--- src/rtl/irq_bank_pkg.sv ---
package irq_bank_pkg;

  localparam int BUS_ADDR_W = 4;

  typedef enum logic [1:0] {
    SEL_PEND_HI = 2'd0,
    SEL_PEND_LO = 2'd1,
    SEL_MASK_HI = 2'd2,
    SEL_MASK_LO = 2'd3
  } regSel_e;

  typedef struct packed {
    logic [1:0] wrMask;   // [1] high word, [0] low word
    logic       maskAll;
    logic       rdEn;
    regSel_e    rdSel;
  } bankCtl_t;

endpackage

--- src/rtl/irq_bank_ctrl.sv ---
module irq_bank_ctrl
  import irq_bank_pkg::*;
(
  input  logic                  busSel,
  input  logic                  busWr,
  input  logic [BUS_ADDR_W-1:0] busAddr,
  input  logic                  wrBit0,
  output bankCtl_t              ctl
);

  regSel_e wordSel;
  logic    unusedAddr;

  assign wordSel    = regSel_e'(busAddr[3:2]);
  assign unusedAddr = ^busAddr[1:0];

  always_comb begin
    ctl       = '0;
    ctl.rdSel = wordSel;
    if (busSel) begin
      if (busWr) begin
        unique case (wordSel)
          SEL_MASK_HI: ctl.wrMask[1] = 1'b1;
          SEL_MASK_LO: begin
            if (wrBit0) ctl.maskAll   = 1'b1;
            else        ctl.wrMask[0] = 1'b1;
          end
          default: ;  // pending words are read-only
        endcase
      end else begin
        ctl.rdEn = 1'b1;
      end
    end
  end

endmodule

--- src/rtl/irq_bank_datapath.sv ---
module irq_bank_datapath
  import irq_bank_pkg::*;
#(
  parameter int REG_W = 32
) (
  input  logic                  clk,
  input  logic                  rstN,
  input  logic [2*REG_W-1:0]    srcLevel,
  input  bankCtl_t              ctl,
  input  logic [REG_W-1:0]      wdata,
  output logic [REG_W-1:0]      rdata,
  output logic [2*REG_W-1:0]    maskBits,
  output logic [2*REG_W-1:0]    pendBits,
  output logic [2*REG_W-1:0]    reqVec,
  output logic                  anyReq
);

  localparam int NUM_SRC   = 2 * REG_W;
  localparam int NUM_WORDS = 2;
  localparam logic [NUM_SRC-1:0] KEEP_MASK = {{(NUM_SRC-1){1'b1}}, 1'b0};

  logic [REG_W-1:0] maskWord [NUM_WORDS];
  logic [REG_W-1:0] pendWord [NUM_WORDS];

  for (genvar w = 0; w < NUM_WORDS; w++) begin : g_word
    always_ff @(posedge clk or negedge rstN) begin
      if (!rstN) begin
        maskWord[w] <= '1;
        pendWord[w] <= '0;
      end else begin
        pendWord[w] <= srcLevel[w*REG_W +: REG_W] & KEEP_MASK[w*REG_W +: REG_W];
        if (ctl.maskAll)        maskWord[w] <= '1;
        else if (ctl.wrMask[w]) maskWord[w] <= wdata;
      end
    end
    assign maskBits[w*REG_W +: REG_W] = maskWord[w];
    assign pendBits[w*REG_W +: REG_W] = pendWord[w];
  end

  assign reqVec = pendBits & ~maskBits;

  always_ff @(posedge clk or negedge rstN) begin
    if (!rstN) begin
      anyReq <= 1'b0;
      rdata  <= '0;
    end else begin
      anyReq <= |reqVec;
      if (ctl.rdEn) begin
        unique case (ctl.rdSel)
          SEL_PEND_HI: rdata <= pendWord[1];
          SEL_PEND_LO: rdata <= pendWord[0];
          SEL_MASK_HI: rdata <= maskWord[1];
          SEL_MASK_LO: rdata <= maskWord[0];
          default:     rdata <= '0;
        endcase
      end
    end
  end

endmodule

--- src/rtl/irq_mask_bank.sv ---
module irq_mask_bank
  import irq_bank_pkg::*;
#(
  parameter int REG_W = 32
) (
  input  logic                  clk,
  input  logic                  rstN,
  input  logic [2*REG_W-1:0]    srcLevel,
  input  logic                  busSel,
  input  logic                  busWr,
  input  logic [BUS_ADDR_W-1:0] busAddr,
  input  logic [REG_W-1:0]      busWdata,
  output logic [REG_W-1:0]      busRdata,
  output logic [2*REG_W-1:0]    reqVec,
  output logic                  anyReq
);

  bankCtl_t           ctl;
  logic [2*REG_W-1:0] maskBits;
  logic [2*REG_W-1:0] pendBits;

  irq_bank_ctrl u_ctrl (
    .busSel (busSel),
    .busWr  (busWr),
    .busAddr(busAddr),
    .wrBit0 (busWdata[0]),
    .ctl    (ctl)
  );

  irq_bank_datapath #(.REG_W(REG_W)) u_dp (
    .clk     (clk),
    .rstN    (rstN),
    .srcLevel(srcLevel),
    .ctl     (ctl),
    .wdata   (busWdata),
    .rdata   (busRdata),
    .maskBits(maskBits),
    .pendBits(pendBits),
    .reqVec  (reqVec),
    .anyReq  (anyReq)
  );

endmodule

--- config.mk ---
export PLATFORM = sky130hd
export DESIGN_NAME = irq_mask_bank
export DESIGN_NICKNAME = d
export VERILOG_FILES = /design/src/rtl/irq_bank_pkg.sv /design/src/rtl/irq_bank_ctrl.sv /design/src/rtl/irq_bank_datapath.sv /design/src/rtl/irq_mask_bank.sv
export SDC_FILE = /design/constraint.sdc
export NUM_CORES = 1
export LEC_CHECK = 0
export ABC_AREA = 0
export BUFFER_PORTS_ARGS = -buffer_cell sky130_fd_sc_hd__buf_2
export CORE_ASPECT_RATIO = 1.5
export CORE_MARGIN = 4
export CORE_UTILIZATION = 38
export CTS_BUF_LIST = sky130_fd_sc_hd__clkbuf_8
export DETAILED_ROUTE_END_ITERATION = 6
export SYNTH_ARGS = -nofsm -noshare
export SYNTH_HDL_FRONTEND = slang
export SYNTH_HIERARCHICAL = 1
export SYNTH_SLANG_ARGS = --single-unit
--- constraint.sdc ---
create_clock -name clk -period 2.8 [get_ports clk]
set_input_delay 0.42 -clock clk [delete_from_list [all_inputs] [get_ports clk]]
set_output_delay 0.42 -clock clk [all_outputs]
set_load 0.03 [all_outputs]
After elaboration in Yosys (flattened, before gate mapping) --
Index checks and enable logic that the tools add are counted.
Storage, ports and cells: register bits after elaboration 160, output and inout bits 97
Operators by class: mux-type cells 12, equal/unequal tests 3, reductions and logical operators 4, bitwise operators 2
Operators by type and width (count):
- two-way mux 32 bit | 4
- one-hot mux 32 bit (4 select lines) | 1
- bitwise AND 64 bit | 1
- inverter 64 bit | 1
- OR reduction 64 bit | 1
- equality test 2 bit, second input constant | 2
- two-way mux 1 bit | 4
- two-way mux 4 bit | 1
- nonzero test 2 bit | 2
- two-way mux 3 bit | 1
- equality test 2 x 1 -> 1 bit, second input constant | 1
- logical NOT 2 bit | 1
- two-way mux 2 bit | 1

Depth between registers and ports, before layout --
word-level depth 6, depth in mapped cells 7

Hierarchy --
Netlist, hierarchy kept.
Modules (own cells, without submodules):
- irq_bank_datapath | instances 1, area each 6970.4 sq um, cells each 475
- irq_bank_ctrl | instances 1, area each 48.8 sq um, cells each 8

Worst setup path before layout --
OpenSTA, ideal clock, no wires.
path kind input port to flip-flop, start point input busAddr[2], end point register u_dp.rdata[23], required time 2.675 ns, cell stages on the path 5, setup time 0.125 ns, slack 1.155 ns, data arrival time 1.520 ns, buffers on the path 3, path through buf_4 -> buf_6 -> buf_8 -> mux4_2 -> mux2_4
Between the ends: longest elaborated chain between the ends 2, elaborated cells between the ends (all ways) 5
RTL lines:
- start, declared | RTL line irq_mask_bank.sv:11 | input logic [BUS_ADDR_W-1:0] busAddr,
- equality test 2 bit (tied with other cells) | RTL line irq_bank_datapath.sv:49 | unique case (ctl.rdSel)
- one-hot mux 32 bit (4 select lines) * | RTL line irq_bank_datapath.sv:49
- end signal, assigned | RTL line irq_bank_datapath.sv:50 | SEL_PEND_HI: rdata <= pendWord[1];
- end signal, assigned | RTL line irq_bank_datapath.sv:51 | SEL_PEND_LO: rdata <= pendWord[0];
- end signal, assigned | RTL line irq_bank_datapath.sv:52 | SEL_MASK_HI: rdata <= maskWord[1];
- end, declared | RTL line irq_bank_datapath.sv:11 | output logic [REG_W-1:0] rdata,
Mark *: on every way between the ends. The rest lies on a longest branch, timed or not. A chain may end at the register's enable or synchronous reset.

Worst setup path after layout --
start point register u_dp.maskWord (netlist bit u_dp/maskBits[34]), end point output reqVec[34]
Between the ends: longest elaborated chain between the ends 2
RTL lines:
- start, declared | RTL line irq_bank_datapath.sv:22 | logic [REG_W-1:0] maskWord [NUM_WORDS];
- start signal, assigned by index | RTL line irq_bank_datapath.sv:33 | else if (ctl.wrMask[w]) maskWord[w] <= wdata;
- inverter 64 bit | RTL line irq_bank_datapath.sv:40 | assign reqVec = pendBits & ~maskBits;
- bitwise AND 64 bit | RTL line irq_bank_datapath.sv:40
- end, declared | RTL line irq_mask_bank.sv:14 | output logic [2*REG_W-1:0] reqVec,
No other way between the ends.

==> impl_metrics.csv <==
group,metric,value,unit
sta,setup_ws,950,ps
synthesis,synth_cells,482,
place,place_hpwl,13900,microns
clock_tree,cts-root-buf,"clkbuf_8",
layout,layout-drive-gt1-share,53.7,%
sta,fmax,540,MHz
route,drtAntennaViolNets,0,
layout,fin_util,48.2,%
worst_hold_path,min_path_cells,1,
worst_setup_path,critPathRequiredTime,2380,ps
sta,finalSetupViolations,0,
worst_setup_path,cp_max_fo,3,
sta,skew,12.9,ps
worst_hold_path,hold_path.class,"in -> reg",
place,pre_cts_slack,677,ps
route,routed_wl,19100,microns
die,initial_utilization,38.9,%
sta,hold_ws,68.3,ps
die,core,0.0180,sq mm
route,drt_first_pass_iters,4,
clock_tree,tritoncts,"yes",
sta,min_period,1850,ps
layout,fill_cells,1644,
worst_setup_path,r2r_slack,1020,ps
global_routing,grt_max_degree,66,
die,rows,60,
global_routing,grt-ovfl-total,0,
clock_tree,h-tree-depth,4,
die,dieArea,0.0207,sq mm
route,drt_iter0_markers,198,
clock_tree,path_clk_slew,90,ps
worst_setup_path,cp-start-kind,"flop",
route,via_per_inst,5.30,
flow_run,maxCapViolations,0,
power_and_ir_drop,ir_worst_vdd,0.323,mV
clock_tree,clk_latency,450,ps
global_routing,grt_antenna_before_repair,1,
clock_tree,cts_max_path_buffers,2,
power_and_ir_drop,p_leak,4.11,nW
place,place_congestion,0.796,
route,via_count,4806,
place,place_area,0.00825,sq mm
power_and_ir_drop,p_per_area,790,mW/mm^2
sta,final_hold_viol_count,0,
synthesis,syn-num-nets,586,
synthesis,avgSynthCellArea,14.5,sq um
clock_tree,cts_setup_buffers,0,
outcome,status,"finished, final reports clean",
clock_tree,cts.sinks,160,
sta,worst_pin_slew,638,ps
worst_setup_path,reg2regPathDepth,4,
route,wl_per_cell,21.1,microns
layout,num-nets-final,780,
clock_tree,cts_buffers,17,
sta,grt_setup_unrepaired,"false",
sta,drv_slew,0,
die,boundaryPins,201,
sta,slew_headroom,57.0,%
global_routing,grtUsageTotal,18.6,%
layout,fin_area,0.00869,sq mm
layout,area_delta_synth_final,23.9,%
synthesis,ys.warnings.count,6,
route,remaining_drc_errors,0,
sta,finalCritPeriodShare,66.1,%
worst_setup_path,end_kind,"primary output",
worst_setup_path,cp.arrival,1430,ps
die,die_w,119,microns
sta,tns,0,ps
die,dieHeight,174,microns
global_routing,grt_pass1_wl,29500,microns
worst_setup_path,crit_type,"reg -> out",
place,io_buffers,196,
global_routing,grt_pass1_vias,5308,
synthesis,synthesis.area,0.00701,sq mm
through the flow:
stage,total power [mW],instances
after floorplan,4.46,482
after global placement,5.06,873
after detailed placement,5.12,873
after CTS,6.95,906
after global routing,7.20,907
final,6.86,907
timing repair:
action / CTS / global route
hold buffers: 1 / 0
hold endpoints to repair: 41 / 0
gates resized for setup: 0 / 0
placed cells by master, fill, tap and decap left out, types with 2 or more instances in the layout:
cell type,instances
clkinv_2,4
mux2_2,4
dfrtp_1,96
clkinv_4,4
buf_2,195
nand4_1,2
clkbuf_8,19
nor2b_1,127
bufinv_16,3
dfstp_2,64
nor2_4,2
nor2_1,2
mux2_4,27
mux4_1,2
nor4_1,15
and4_1,4
a211o_1,64
buf_12,5
mux4_2,29
buf_4,9
worst paths after layout:
check,from,to
min in group asynchronous,rstN,u_dp/pendBits[35]
hold / removal,srcLevel[62],u_dp/pendBits[62]
max in group asynchronous,rstN,u_dp/maskBits[7]
hold reg to reg,u_dp/rdata[28],u_dp/rdata[28]
setup reg to reg,u_dp/maskBits[34],u_dp/anyReq
setup / recovery,u_dp/maskBits[34],reqVec[34]
flip-flops by register name (all words and copies together) (netlist names):
name	flops
u_dp/anyReq	1
u_dp/maskBits	64
u_dp/pendBits	63
u_dp/rdata	32
worst max-delay path, cell delays in order, from the launching register on:
cell     delay, ps
dfstp_2        380
nor2b_1        330
buf_2          280
layer usage:
layer	track usage, %	vias up	wire, microns
li1	-	2131	-
met4	6.23	0	295
met3	4.07	20	826
met1	20.9	2513	7370
met2	34.6	142	10600
met5	0	-	0
final cells by class:
class | instances | area (sq um) | share of cell area (%)
clock buffers | 19 | 262 | 3.01
inverters | 1 | 3.75 | 0.0432
clock inverters | 13 | 161 | 1.86
repair buffers | 211 | 1160 | 13.4
multi-input cells | 285 | 2740 | 31.5
diodes | 1 | 2.50 | 0.0288
well taps | 217 | 272 | 3.13
flip-flops and latches | 160 | 4080 | 47.0
power breakdown:
part / switching (mW) / total, mW / internal (mW)
sequential: 0.250 / 3.11 / 2.86
combinational: 1.10 / 1.95 / 0.848
clock: 0.867 / 1.80 / 0.931
total: 2.22 / 6.86 / 4.64
Note: power is estimated with default switching activity, not from simulation.
